**config.mk**
```make
export PLATFORM = sky130hd
export DESIGN_NAME = swd_decoder
export DESIGN_NICKNAME = d
export VERILOG_FILES = /design/src/rtl/swd_pkg.sv /design/src/rtl/swd_entry.sv /design/src/rtl/swd_meter.sv /design/src/rtl/swd_wordbuf.sv /design/src/rtl/swd_decoder.sv
export SDC_FILE = /design/constraint.sdc
export NUM_CORES = 1
export LEC_CHECK = 0
export BUFFER_PORTS_ARGS = -buffer_cell sky130_fd_sc_hd__buf_2
export CORE_AREA = 2 2 130 132
export CTS_CLUSTER_SIZE = 40
export DETAILED_ROUTE_END_ITERATION = 16
export DIE_AREA = 0 0 132 134
export PLACE_DENSITY = 0.55
export RECOVER_POWER = 100
export SLEW_MARGIN = 0
export SYNTH_ARGS = -nofsm -noshare
export SYNTH_HDL_FRONTEND = slang
export SYNTH_SLANG_ARGS = --single-unit
```
**constraint.sdc**
```tcl
create_clock -name clk -period 2.2 [get_ports clk]
set_input_delay 0.22 -clock clk [delete_from_list [all_inputs] [get_ports clk]]
set_output_delay 0.22 -clock clk [all_outputs]
set_load 0.05 [all_outputs]
```
**src/rtl/swd_pkg.sv**
```systemverilog
package swd_pkg;

    typedef enum logic [1:0] {
        ENT_WATCH  = 2'd0,
        ENT_ACTIVE = 2'd1,
        ENT_LOCKED = 2'd2
    } entry_state_e;

    typedef struct packed {
        logic bit_stb;
        logic bit_val;
        logic pulse;
        logic eow;
        logic eoc;
    } line_evt_t;

endpackage

```
**src/rtl/swd_entry.sv**
```systemverilog
module swd_entry
    import swd_pkg::*;
#(
    parameter int ENTRY_TICKS  = 1000,
    parameter int WINDOW_TICKS = 5000
) (
    input  logic clk,
    input  logic rst_n,
    input  logic tick,
    input  logic pin_low,
    input  logic programmed,
    input  logic eoc,
    output logic test_mode
);
    localparam int RW = $clog2(ENTRY_TICKS + 1);
    localparam int WW = $clog2(WINDOW_TICKS + 1);

    typedef struct packed {
        entry_state_e  st;
        logic [RW-1:0] run;
        logic [WW-1:0] win;
    } entry_reg_t;

    entry_reg_t r_q, r_d;

    always_comb begin
        r_d = r_q;
        case (r_q.st)
            ENT_WATCH: begin
                if (programmed) begin
                    r_d.st = ENT_LOCKED;
                end else begin
                    if (!pin_low) begin
                        r_d.run = '0;
                    end else if (tick) begin
                        if (r_q.run == RW'(ENTRY_TICKS - 1)) r_d.st = ENT_ACTIVE;
                        else r_d.run = r_q.run + 1'b1;
                    end
                    if (tick && r_d.st == ENT_WATCH) begin
                        if (r_q.win == WW'(WINDOW_TICKS - 1)) r_d.st = ENT_LOCKED;
                        else r_d.win = r_q.win + 1'b1;
                    end
                end
            end
            ENT_ACTIVE: begin
                if (eoc) r_d.st = ENT_LOCKED;
            end
            default: ;
        endcase
    end

    always_ff @(posedge clk or negedge rst_n) begin
        if (!rst_n) begin
            r_q.st  <= ENT_WATCH;
            r_q.run <= '0;
            r_q.win <= '0;
        end else begin
            r_q <= r_d;
        end
    end

    assign test_mode = (r_q.st == ENT_ACTIVE);

endmodule

```
**src/rtl/swd_meter.sv**
```systemverilog
module swd_meter
    import swd_pkg::*;
#(
    parameter int EOW_TICKS = 300,
    parameter int EOC_TICKS = 600
) (
    input  logic      clk,
    input  logic      rst_n,
    input  logic      active,
    input  logic      tick,
    input  logic      sup_hi,
    output line_evt_t evt
);
    localparam int TMAX = (EOW_TICKS > EOC_TICKS) ? EOW_TICKS : EOC_TICKS;
    localparam int CW   = $clog2(TMAX + 1);

    typedef struct packed {
        logic          prev;
        logic          seen;
        logic          pend;
        logic [CW-1:0] hi;
        logic [CW-1:0] hilen;
        logic [CW-1:0] lo;
        line_evt_t     evt;
    } meter_reg_t;

    meter_reg_t r_q, r_d;
    logic rise, fall;

    always_comb begin
        r_d      = r_q;
        r_d.evt  = '0;
        r_d.prev = sup_hi;
        rise     = sup_hi & ~r_q.prev;
        fall     = ~sup_hi & r_q.prev;
        if (!active) begin
            r_d.seen  = 1'b0;
            r_d.pend  = 1'b0;
            r_d.hi    = '0;
            r_d.hilen = '0;
            r_d.lo    = '0;
        end else if (rise) begin
            if (r_q.pend) begin
                r_d.evt.bit_stb = 1'b1;
                r_d.evt.bit_val = (r_q.hilen > r_q.lo);
            end
            r_d.pend      = 1'b0;
            r_d.evt.pulse = 1'b1;
            r_d.hi        = '0;
            r_d.seen      = 1'b1;
        end else if (fall && r_q.seen) begin
            r_d.hilen = r_q.hi;
            r_d.lo    = '0;
            r_d.pend  = 1'b1;
        end else if (tick) begin
            if (sup_hi && r_q.seen) begin
                if (r_q.hi == CW'(EOC_TICKS - 1)) r_d.evt.eoc = 1'b1;
                else r_d.hi = r_q.hi + 1'b1;
            end else if (!sup_hi && r_q.pend) begin
                if (r_q.lo == CW'(EOW_TICKS - 1)) begin
                    r_d.evt.eow = 1'b1;
                    r_d.pend    = 1'b0;
                end else begin
                    r_d.lo = r_q.lo + 1'b1;
                end
            end
        end
    end

    always_ff @(posedge clk or negedge rst_n) begin
        if (!rst_n) r_q <= '0;
        else        r_q <= r_d;
    end

    assign evt = r_q.evt;

endmodule

```
**src/rtl/swd_wordbuf.sv**
```systemverilog
module swd_wordbuf #(
    parameter int DATA_BITS = 13
) (
    input  logic                 clk,
    input  logic                 rst_n,
    input  logic                 active,
    input  logic                 bit_stb,
    input  logic                 bit_val,
    input  logic                 pulse,
    input  logic                 eow,
    input  logic [DATA_BITS-1:0] reply_word,
    output logic [DATA_BITS-1:0] rx_word,
    output logic                 rx_valid,
    output logic                 q_pull_low
);
    localparam int PW = $clog2(DATA_BITS + 1);

    typedef struct packed {
        logic [DATA_BITS-1:0] sh;
        logic [PW-1:0]        cnt;
        logic [DATA_BITS-1:0] word;
        logic                 valid;
        logic [PW-1:0]        rptr;
        logic [DATA_BITS-1:0] rdata;
        logic                 drive;
    } buf_reg_t;

    buf_reg_t r_q, r_d;
    logic [DATA_BITS-1:0] src;

    always_comb begin
        r_d = r_q;
        src = (r_q.rptr == '0) ? reply_word : r_q.rdata;
        if (!active) begin
            r_d.sh    = '0;
            r_d.cnt   = '0;
            r_d.valid = 1'b0;
            r_d.rptr  = '0;
            r_d.drive = 1'b0;
        end else begin
            r_d.valid = 1'b0;
            if (eow) begin
                if (r_q.cnt == PW'(DATA_BITS)) begin
                    r_d.valid = 1'b1;
                    r_d.word  = r_q.sh;
                end
                r_d.sh    = '0;
                r_d.cnt   = '0;
                r_d.rptr  = '0;
                r_d.drive = 1'b0;
            end
            if (bit_stb) begin
                r_d.sh = {bit_val, r_q.sh[DATA_BITS-1:1]};
                if (r_q.cnt != PW'(DATA_BITS)) r_d.cnt = r_q.cnt + 1'b1;
            end
            if (pulse) begin
                if (r_q.rptr < PW'(DATA_BITS)) begin
                    r_d.drive = ~src[0];
                    r_d.rdata = src >> 1;
                    r_d.rptr  = r_q.rptr + 1'b1;
                end else begin
                    r_d.drive = 1'b0;
                end
            end
        end
    end

    always_ff @(posedge clk or negedge rst_n) begin
        if (!rst_n) r_q <= '0;
        else        r_q <= r_d;
    end

    assign rx_word    = r_q.word;
    assign rx_valid   = r_q.valid;
    assign q_pull_low = r_q.drive;

endmodule

```
**src/rtl/swd_decoder.sv**
```systemverilog
module swd_decoder
    import swd_pkg::*;
#(
    parameter int DATA_BITS    = 13,
    parameter int ENTRY_TICKS  = 1000,
    parameter int WINDOW_TICKS = 5000,
    parameter int EOW_TICKS    = 300,
    parameter int EOC_TICKS    = 600
) (
    input  logic                 clk,
    input  logic                 rst_n,
    input  logic                 tick,
    input  logic                 sup_hi,
    input  logic                 pin_low,
    input  logic                 programmed,
    input  logic [DATA_BITS-1:0] reply_word,
    output logic [DATA_BITS-1:0] rx_word,
    output logic                 rx_valid,
    output logic                 test_mode,
    output logic                 q_pull_low
);
    line_evt_t evt;
    logic      tm;

    swd_entry #(
        .ENTRY_TICKS (ENTRY_TICKS),
        .WINDOW_TICKS(WINDOW_TICKS)
    ) u_entry (
        .clk       (clk),
        .rst_n     (rst_n),
        .tick      (tick),
        .pin_low   (pin_low),
        .programmed(programmed),
        .eoc       (evt.eoc),
        .test_mode (tm)
    );

    swd_meter #(
        .EOW_TICKS(EOW_TICKS),
        .EOC_TICKS(EOC_TICKS)
    ) u_meter (
        .clk   (clk),
        .rst_n (rst_n),
        .active(tm),
        .tick  (tick),
        .sup_hi(sup_hi),
        .evt   (evt)
    );

    swd_wordbuf #(
        .DATA_BITS(DATA_BITS)
    ) u_buf (
        .clk       (clk),
        .rst_n     (rst_n),
        .active    (tm),
        .bit_stb   (evt.bit_stb),
        .bit_val   (evt.bit_val),
        .pulse     (evt.pulse),
        .eow       (evt.eow),
        .reply_word(reply_word),
        .rx_word   (rx_word),
        .rx_valid  (rx_valid),
        .q_pull_low(q_pull_low)
    );

    assign test_mode = tm;

endmodule

```
* Yosys cells after proc, flatten, opt, wreduce, memory -nomap -nowiden
Index checks and enable logic that the tools add are counted.
W data, S select, Z words.
** Word-level totals
- Logic and storage cells :: 134
- Latch bits :: 0
- Input bits :: 19
- Bits in read-only memories :: 0
- Memories :: 0
- Bits in writable memories :: 0
- Flip-flop bits (word level) :: 111
** Operators by class
- Div/mod/pow operators :: 0
- $mul :: 0
- Equal/unequal tests :: 27
- $lt $le $gt $ge :: 2
- Shift-type cells :: 0
- Reductions and logical operators :: 18
- Add/subtract/negate cells :: 6
- Mux-type cells :: 53
- Bitwise gates (word level) :: 7
** Operators by type and width (count)
- $mux W10 :: 11
- $mux W17 :: 3
- $mux W35 :: 1
- $mux W32 :: 1
- $add A10 B1 Y10 const B :: 3
- $ne A3 B3 Y1 const B :: 10
- $mux W2 :: 12
- $mux W11 :: 2
- $eq A10 B10 Y1 const B :: 2
- $mux W20 :: 1
- $ne A4 B4 Y1 const B :: 5
- $mux W18 :: 1
- $reduce_and A4 Y1 :: 4
- $mux W14 :: 1
- $add A13 B1 Y13 const B :: 1
- $eq A13 B13 Y1 const B :: 1
- $mux W1 :: 13
- $mux W13 :: 1
- $mux W12 :: 1
- $ne A2 B2 Y1 const B :: 6
- $eq A10 B9 Y1 const B :: 1
- $gt A10 B10 Y1 :: 1
- $mux W5 :: 2
- $add A4 B1 Y4 const B :: 2
- 16 further kinds :: 27

* Depth between registers and ports, before layout
Gate-level depths: netlist (run 1).
- Word-level depth :: 11
- Gate-level depth with buffers :: 7
- Mapped depth without buffers :: 7

* Cells and area by module
A second synthesis (run 1) with hierarchy kept.
** Unflattened totals
- Cell total of the unflattened synthesis :: 560
- Area total of the unflattened synthesis :: 5987.0 sq um
** By module, submodules not included
- swd_wordbuf :: area an instance 2482.4 sq um, cells an instance 207, instances 1
- swd_meter :: area an instance 2148.3 sq um, cells an instance 215, instances 1
- swd_entry :: area an instance 1356.3 sq um, cells an instance 138, instances 1

* Worst setup path after synthesis (run 1)
No wires, ideal clock.
- Kind :: flip-flop to flip-flop
- Start :: reg u_buf.r_q[33] in the netlist's numbering
- End :: reg u_buf.r_q (netlist bit u_buf.rx_word[10])
- Buffers on the path :: 1
- Required time :: 2075 ps
- Stages on the path, launching flop included :: 7
- Arrival time :: 1707 ps
- Slack :: 368 ps
- Cell sequence :: dfrtp_1 -> inv_1 -> ha_1 -> nand3_1 -> nor3_1 -> buf_2 -> mux2_2
** On the way
- Cells in the longest elaborated chain, start to end :: 2
** Ends and longest elaborated chain
- start, declared :: line swd_wordbuf.sv:28 : buf_reg_t r_q, r_d;
- start signal, assigned :: line swd_wordbuf.sv:70 : else r_q <= r_d;
- $eq A4 B4 Y1 :: line swd_wordbuf.sv:43 : if (r_q.cnt == PW'(DATA_BITS)) begin
- $reduce_and A3 Y1 (no line)
No other way between the ends.
A chain may end at the register's enable or synchronous reset.

* Worst setup path after layout (run 1)
- Start :: reg u_entry.r_q[24] in the netlist's numbering
- End :: out test_mode
** On the way
- Cells in the longest elaborated chain, start to end :: 1
** Ends and longest elaborated chain
- start, declared :: line swd_entry.sv:24 : entry_reg_t r_q, r_d;
- start signal, assigned :: line swd_entry.sv:58 : r_q <= r_d;
- $eq A2 B1 Y1 :: line swd_entry.sv:62 : assign test_mode = (r_q.st == ENT_ACTIVE);
- end, declared :: line swd_decoder.sv:19 : output logic test_mode,
No other way between the ends.

==> results of run 1 <==
cell usage after synthesis, types with 2 or more instances:
cell type | instances | area share
a31oi_1 | 4 | 0.0046
a221oi_1 | 2 | 0.0032
a21oi_1 | 8 | 0.0074
nand3b_1 | 2 | 0.0028
nand2_1 | 41 | 0.028
mux2_2 | 16 | 0.033
buf_2 | 3 | 0.0028
o211ai_1 | 4 | 0.0055
or3_1 | 2 | 0.0023
a211oi_1 | 4 | 0.0055
nand2b_1 | 2 | 0.0023
and4_1 | 5 | 0.0080
and2_1 | 4 | 0.0046
and3_1 | 13 | 0.015
clkbuf_1 | 13 | 0.0090
nand4_2 | 2 | 0.0046
nor3_1 | 14 | 0.013
o21a_1 | 3 | 0.0041
mux2i_1 | 14 | 0.026
nand3_1 | 15 | 0.014
nor2b_1 | 4 | 0.0046
ha_1 | 18 | 0.041
buf_4 | 13 | 0.018
a22oi_1 | 2 | 0.0028
nor2_1 | 48 | 0.033
xnor2_1 | 26 | 0.042
a22o_1 | 25 | 0.040
xor2_1 | 8 | 0.013
o31ai_1 | 2 | 0.0028
inv_1 | 23 | 0.016
dfrtp_1 | 111 | 0.51
nand4_1 | 8 | 0.0092
o21ai_0 | 27 | 0.025
flip-flops by register name, indices dropped and copies added, names as in the netlist:
register,flops
u_buf.r_q,33
u_entry.r_q,25
u_buf.q_pull_low,1
u_buf.rx_valid,1
u_meter.evt,5
u_meter.r_q,33
u_buf.rx_word,13
timing repair:
item,CTS,global route
setup buffers,0,0
setup endpoints to repair,0,0
hold endpoints to repair,45,0
hold buffers,1,0
stage by stage:
step / utilization / area (sq um) / power (W)
3_3_place_gp: 0.360 / 5860 / 0.00239
3_5_place_dp: 0.360 / 5860 / 0.00240
5_1_grt: 0.374 / 6090 / 0.00417
6_report: 0.374 / 6090 / 0.00397
4_1_cts: 0.379 / 6180 / 0.00406
2_1_floorplan: - / 5440 / 0.00229
power groups by stage:
stage               Combinational [W]  Sequential [W]  Clock [W]
global route                 0.000243         0.00214    0.00178
floorplan                    0.000120         0.00217          0
global placement             0.000223         0.00217          0
finish                       0.000211         0.00213    0.00163
CTS                          0.000231         0.00214    0.00169
detailed placement           0.000229         0.00218          0
area by class of cell:
class                   count  area (sq um)
inverters                  23          86.3
clock inverters             7          83.8
multi-input cells         347          2390
repair buffers             52           251
flip-flops and latches    111          2780
fillers                  1610         10200
well taps                 220           275
clock buffers               9           225
diodes                      1          2.50
logic make-up (layout without fill, tap and decap cells):
group           count (synthesis)  count (layout)
compound gates                 92              92
xor+xnor                       34              34
fa+ha+maj                      18              18
buf+inv                        54              91
flops                         111             111
mux                            30              30
other cells                     0               1
simple gates                  173             173
worst max-delay path, cell delays in order, from the launching register on:
cell and delay [ns]:
dfrtp_1 0.41, nand2b_1 0.16, inv_1 0.17, clkbuf_1 0.30, clkbuf_2 0.34
path summary, 6_finish.rpt:
kind / from / to / depth (start not counted)
max: u_entry.r_q[24]$_DFFE_PN0P_ / test_mode / 4
min: sup_hi / u_meter.r_q[37]$_DFF_PN0_ / 1
max reg2reg: u_entry.r_q[13]$_DFFE_PN0P_ / u_entry.r_q[13]$_DFFE_PN0P_ / 6
min reg2reg: u_meter.evt[3]$_DFF_PN0_ / u_buf.r_q[48]$_DFFE_PN0P_ / 1
max in group asynchronous: rst_n / u_meter.r_q[23]$_DFFE_PN0P_ / 3
min in group asynchronous: rst_n / u_buf.rx_word[6]$_DFFE_PN0P_ / 2
layer usage:
layer / up-vias / GRT usage / wire [um]
met2: 40 / 0.197 / 4830
met3: 9 / 0.0204 / 259
met1: 1829 / 0.159 / 4960
li1: 1874 / - / -
met5: - / 0 / 0
met4: 0 / 0.0495 / 175
==> key figures, run 1 <==
Global routing
  • Largest net degree at the start of global routing: 50
  • Total grt overflow: 0
  • First-pass GRT wire length: between 15,000 and 20,000 um
  • GRT Resource Usage Total: 0.120
  • Number of global-route vias before repair: ~3,700
  • Initial antenna violation count: 1

Place
  • DP Cell Count: about 750
  • Pre-CTS setup slack: approximately 0.27 ns
  • Dpl hpwl: 7490 um
  • GP Congestion: 0.814
  • Number of I/O port buffers: 34

STA
  • Fin crit share: 0.893
  • Worst setup margin: about 0.24 ns
  • RSZ-0062 raised after global routing: no
  • Min cycle time layout: 1.96 ns
  • Slew headroom: 0.221
  • Max Clk Rate: just over 0.5 GHz
  • Clock skew: ~0.010 ns
  • Hold slack: 0.0885 ns
  • Total negative slack: 0 ns
  • Worst slew pin tran: about 1.2 ns
  • Final Hold Fails: 0
  • Max Slew Vio Count: 0
  • Setup Viol. Count Final: 0

Setup path
  • Critical path class: flop to output pin
  • Worst R2R Setup Slack: between 0.2 and 0.3 ns
  • Critical Path AT: between 1.5 and 2 ns
  • Startpoint types: flop
  • Crit end category: output pin
  • Crit Path Max Fanout: 7
  • Required @ worst endpoint: just under 2 ns

Clocking
  • Num CTS Buffers: 9
  • TritonCTS clock tree: done
  • Skew-Pair Late Insertion Delay: 0.35 ns
  • Clock Tree Buf Depth: 2
  • Worst-path clk slew: approximately 0.080 ns
  • Clock root cell: clkbuf_16
  • Post-CTS sizing: 0
  • H-tree depth: 3
  • TritonCTS Sinks: approximately 110

Drt
  • DR iter-0 viols: 243
  • DRT Pass-1 Iters: 5
  • Routed vias/inst: approximately 4.9
  • Routed via count: between 3,000 and 4,000
  • Antenna Violating Nets Remaining: 0
  • DR WL/cell: around 13 um
  • Drt total wl: approximately 10,000 um
  • Drc violations: 0

Status
  • Outcome: finished clean

Yosys
  • Multiplexer area fraction after synthesis: 0.0588
  • Syn_nets: ~550
  • Share of flip-flops with an asynchronous set or reset: 1.00
  • Synth Area in XOR/XNOR: 0.0547
  • Flops & latches, synth: around 110
  • Primary FF master, synth: dfrtp_1
  • Synth unique cells: 59
  • Post-synthesis sequential area ratio: 0.510
  • Largest family of logic cells by synthesized area: simple AND/OR/NAND/NOR gates
  • Synth Cell Area: around 5400 sq um
  • EDFF count, synth: 0
  • Warnings, synthesis: 0
  • Mapped Cells: between 500 and 600
  • Syn avg cell area: 10.6 sq um
  • Compound-Gate Fraction of Synth Area: 0.122
  • Synth Area in Adders: 0.0414
  • Post-Synth Simple-Gate Area: 0.165

Floorplanning
  • Die area: approximately 18,000 sq um
  • Area of the core: ~16,000 sq um
  • Row cnt: 47
  • Die width: roughly 130 um
  • IO Pins: 35
  • Starting Density: 0.334
  • Die height: roughly 130 um

Cells and area
  • Layout cell share with drive strength beyond 1: 0.124
  • Post-Layout Cell Count: slightly below 800
  • Commonest non-fill, non-tap cells in the layout: dfrtp_1 (111), nor2_1 (48), nand2_1 (41), o21ai_0 (28), xnor2_1 (26)
  • Synth-to-layout area growth: 11.9%
  • Final #Nets: roughly 580
  • Commonest non-fill, non-tap cell in the layout: dfrtp_1

Power
  • Power per Cell Area: between 600 and 700 nW/um^2
  • Total internal power: 0.00298 W
  • Switching share of power: 0.250
  • Leakage: 2.78 nW
  • Combinational Power Share: 0.053
  • Worst vdd rail ir drop: ~0.00040 V
  • Net Sw Power: a little under 0.001 W
  • Clock share of power: 0.410
  • Sequential power share: 0.537

Job
  • Max Cap Viol: 0

Hold path
  • HP Class: input port to flop
(Power assumes the default switching activity.)
==> run 2: changes to the inputs <==
--- a/config.mk
+++ b/config.mk
@@ -11,7 +11,8 @@
 export DETAILED_ROUTE_END_ITERATION = 16
 export DIE_AREA = 0 0 132 134
 export PLACE_DENSITY = 0.55
-export RECOVER_POWER = 100
+export RECOVER_POWER = 50
+export SKIP_CTS_REPAIR_TIMING = 1
 export SLEW_MARGIN = 0
 export SYNTH_ARGS = -nofsm -noshare
 export SYNTH_HDL_FRONTEND = slang
==> run 2 against run 1 <==
Clock skew hardly changed; worst setup slack better by 0.026 ns; non-clock buffer count unchanged; final cell count unchanged; routed wire length is 0.23% higher; first-iteration DRC count down 14%; core utilization increased by 0.35 points; clock-buffer cell count is the same; total power increased by 0.11%; sequential cell count is the same; sequential power barely moved; combinational power is 2% higher.
==> key figures, run 2 (synthesis gave the netlist of run 1 again) <==
Place
  • Placed inst area: a little under 6000 sq um
  • Dpl hpwl: approximately 7500 um
  • GP Congestion: approximately 0.81
  • Number of I/O port buffers: 34

Floorplanning
  • Die height: about 130 um
  • Row cnt: between 40 and 50
  • Die area: 17,700 sq um
  • Die width: around 130 um
  • Area of the core: ~16,000 sq um
  • IO Pins: 35
  • Starting Density: 0.334

Clocking
  • Clock Tree Buf Depth: 2
  • Worst-path clk slew: 0.08 ns
  • TritonCTS clock tree: done
  • TritonCTS Sinks: between 100 and 150
  • Skew-Pair Late Insertion Delay: between 0.3 and 0.4 ns
  • H-tree depth: 3
  • Clock root cell: clkbuf_16
  • Num CTS Buffers: 9

Hold path
  • Worst Hold Depth: 1
  • HP Class: input port to flop

Drt
  • Drt total wl: between 10,000 and 15,000 um
  • Routed via count: 3,755
  • Antenna Violating Nets Remaining: 0
  • DR WL/cell: 13.3 um
  • Drc violations: 0
  • DRT Pass-1 Iters: 4
  • DR iter-0 viols: between 200 and 250
  • Routed vias/inst: 4.88

STA
  • Total negative slack: 0 ns
  • Slew headroom: 0.223
  • Max Clk Rate: between 0.5 and 0.6 GHz
  • Fin crit share: 0.881
  • Setup Viol. Count Final: 0
  • Clock skew: ~0.011 ns
  • Worst slew pin tran: 1.17 ns
  • Min cycle time layout: between 1.5 and 2 ns
  • Final Hold Fails: 0
  • Max Slew Vio Count: 0
  • RSZ-0062 raised after global routing: no

Setup path
  • Worst path max stage delay: just under 0.5 ns
  • FF-to-FF path depth: 6
  • Startpoint types: flop
  • Crit path cell chain: ha_1 > nand3_1 > o41ai_4 > nor2_2 > mux2_2 > a22o_1
  • Slowest stage cell, crit path: o41ai_4
  • Critical path class: flop to flop
  • Required @ worst endpoint: 2.44 ns
  • Worst R2R Setup Slack: between 0.2 and 0.3 ns
  • Critical Path AT: around 2.2 ns
  • Crit end category: flop
  • Crit Path Max Fanout: 7

Global routing
  • Largest net degree at the start of global routing: 50
  • Initial antenna violation count: 1
  • Number of global-route vias before repair: 3,684
  • GRT Resource Usage Total: 0.120
  • First-pass GRT wire length: roughly 17,000 um
  • Total grt overflow: 0

Power
  • Clock share of power: 0.409
  • Net Sw Power: 0.000991 W
  • Leakage: between 2 and 3 nW
  • Power per Cell Area: 647 nW/um^2
  • Total internal power: roughly 0.0030 W
  • Tot Pwr: 0.00398 W
  • Worst vdd rail ir drop: slightly below 0.0004 V
  • Sequential power share: 0.537
  • Combinational Power Share: 0.054
  • Switching share of power: 0.249

Cells and area
  • Commonest non-fill, non-tap cell in the layout: dfrtp_1
  • Layout cell share with drive strength beyond 1: 0.158
  • Top flop regs: u_buf.r_q x33, u_meter.r_q x33, u_entry.r_q x25
  • Commonest non-fill, non-tap cells in the layout: dfrtp_1 (111), nor2_1 (48), nand2_1 (41), o21ai_0 (27), buf_2 (27)
  • Final instance area: a little over 6000 sq um
  • Synth-to-layout area growth: 12.9%
  • Fill count: roughly 1,600
  • Multi-input combinational cell area: 2410 sq um
  • Register area: ~2800 sq um
  • Final #Nets: a little under 600

Status
  • Outcome: finished clean

Job
  • Max Cap Viol: 0
-- run 2: worst max-delay path, delay by kind of cell (launching register included) --
family,cells,cell delay (ns)
AOI/OAI and AO/OA,2,0.67
muxes,1,0.28
DFF,1,0.40
and+or+nand+nor,2,0.26
adders and majority gates,1,0.23
-- run 2: final timing paths --
| path | from | end |
|---|---|---|
| max in group asynchronous | rst_n | u_meter.r_q[23]$_DFFE_PN0P_ |
| min | sup_hi | u_meter.r_q[37]$_DFF_PN0_ |
| max | u_entry.r_q[13]$_DFFE_PN0P_ | u_entry.r_q[13]$_DFFE_PN0P_ |
| min reg2reg | u_meter.evt[3]$_DFF_PN0_ | u_buf.r_q[48]$_DFFE_PN0P_ |
| max reg2reg | u_entry.r_q[13]$_DFFE_PN0P_ | u_entry.r_q[13]$_DFFE_PN0P_ |
| min in group asynchronous | rst_n | u_buf.rx_word[6]$_DFFE_PN0P_ |
-- run 2: per-layer routing --
metal  GRT usage  up-vias  routed length, um
met2       0.197       40               4890
met5           0        -                  0
met4      0.0495        0                127
li1            -     1873                  -
met1       0.159     1836               5000
met3      0.0204        6                237
-- run 2: per-stage QoR --
step / worst slack (ns) / hold WS (ns) / cells / utilization
after detailed placement: 0.267 / 0.284 / 752 / 0.360
after global routing: 0.0425 / 0.0788 / 769 / 0.377
after CTS: 0.263 / -0.105 / 768 / 0.379
after floorplan: 0.368 / -0.0756 / 512 / -
final: 0.262 / 0.0893 / 770 / 0.377
after global placement: 0.313 / 0.284 / 752 / 0.360
-- run 2: area by class of cell --
cell class / instances / share of cell area
clock buffers: 9 / 0.0366
multi-input cells: 347 / 0.392
inverters: 23 / 0.0140
well taps: 220 / 0.0448
diodes: 1 / 0.000407
repair buffers: 52 / 0.0468
flip-flops and latches: 111 / 0.452
clock inverters: 7 / 0.0136
-- run 2: power by group through the flow --
stage,Sequential (W),Combinational [W],Clock [W]
after floorplan,0.00217,0.000120,0
after global placement,0.00217,0.000223,0
after detailed placement,0.00218,0.000229,0
after CTS,0.00214,0.000229,0.00169
after global routing,0.00214,0.000248,0.00178
final,0.00213,0.000216,0.00163
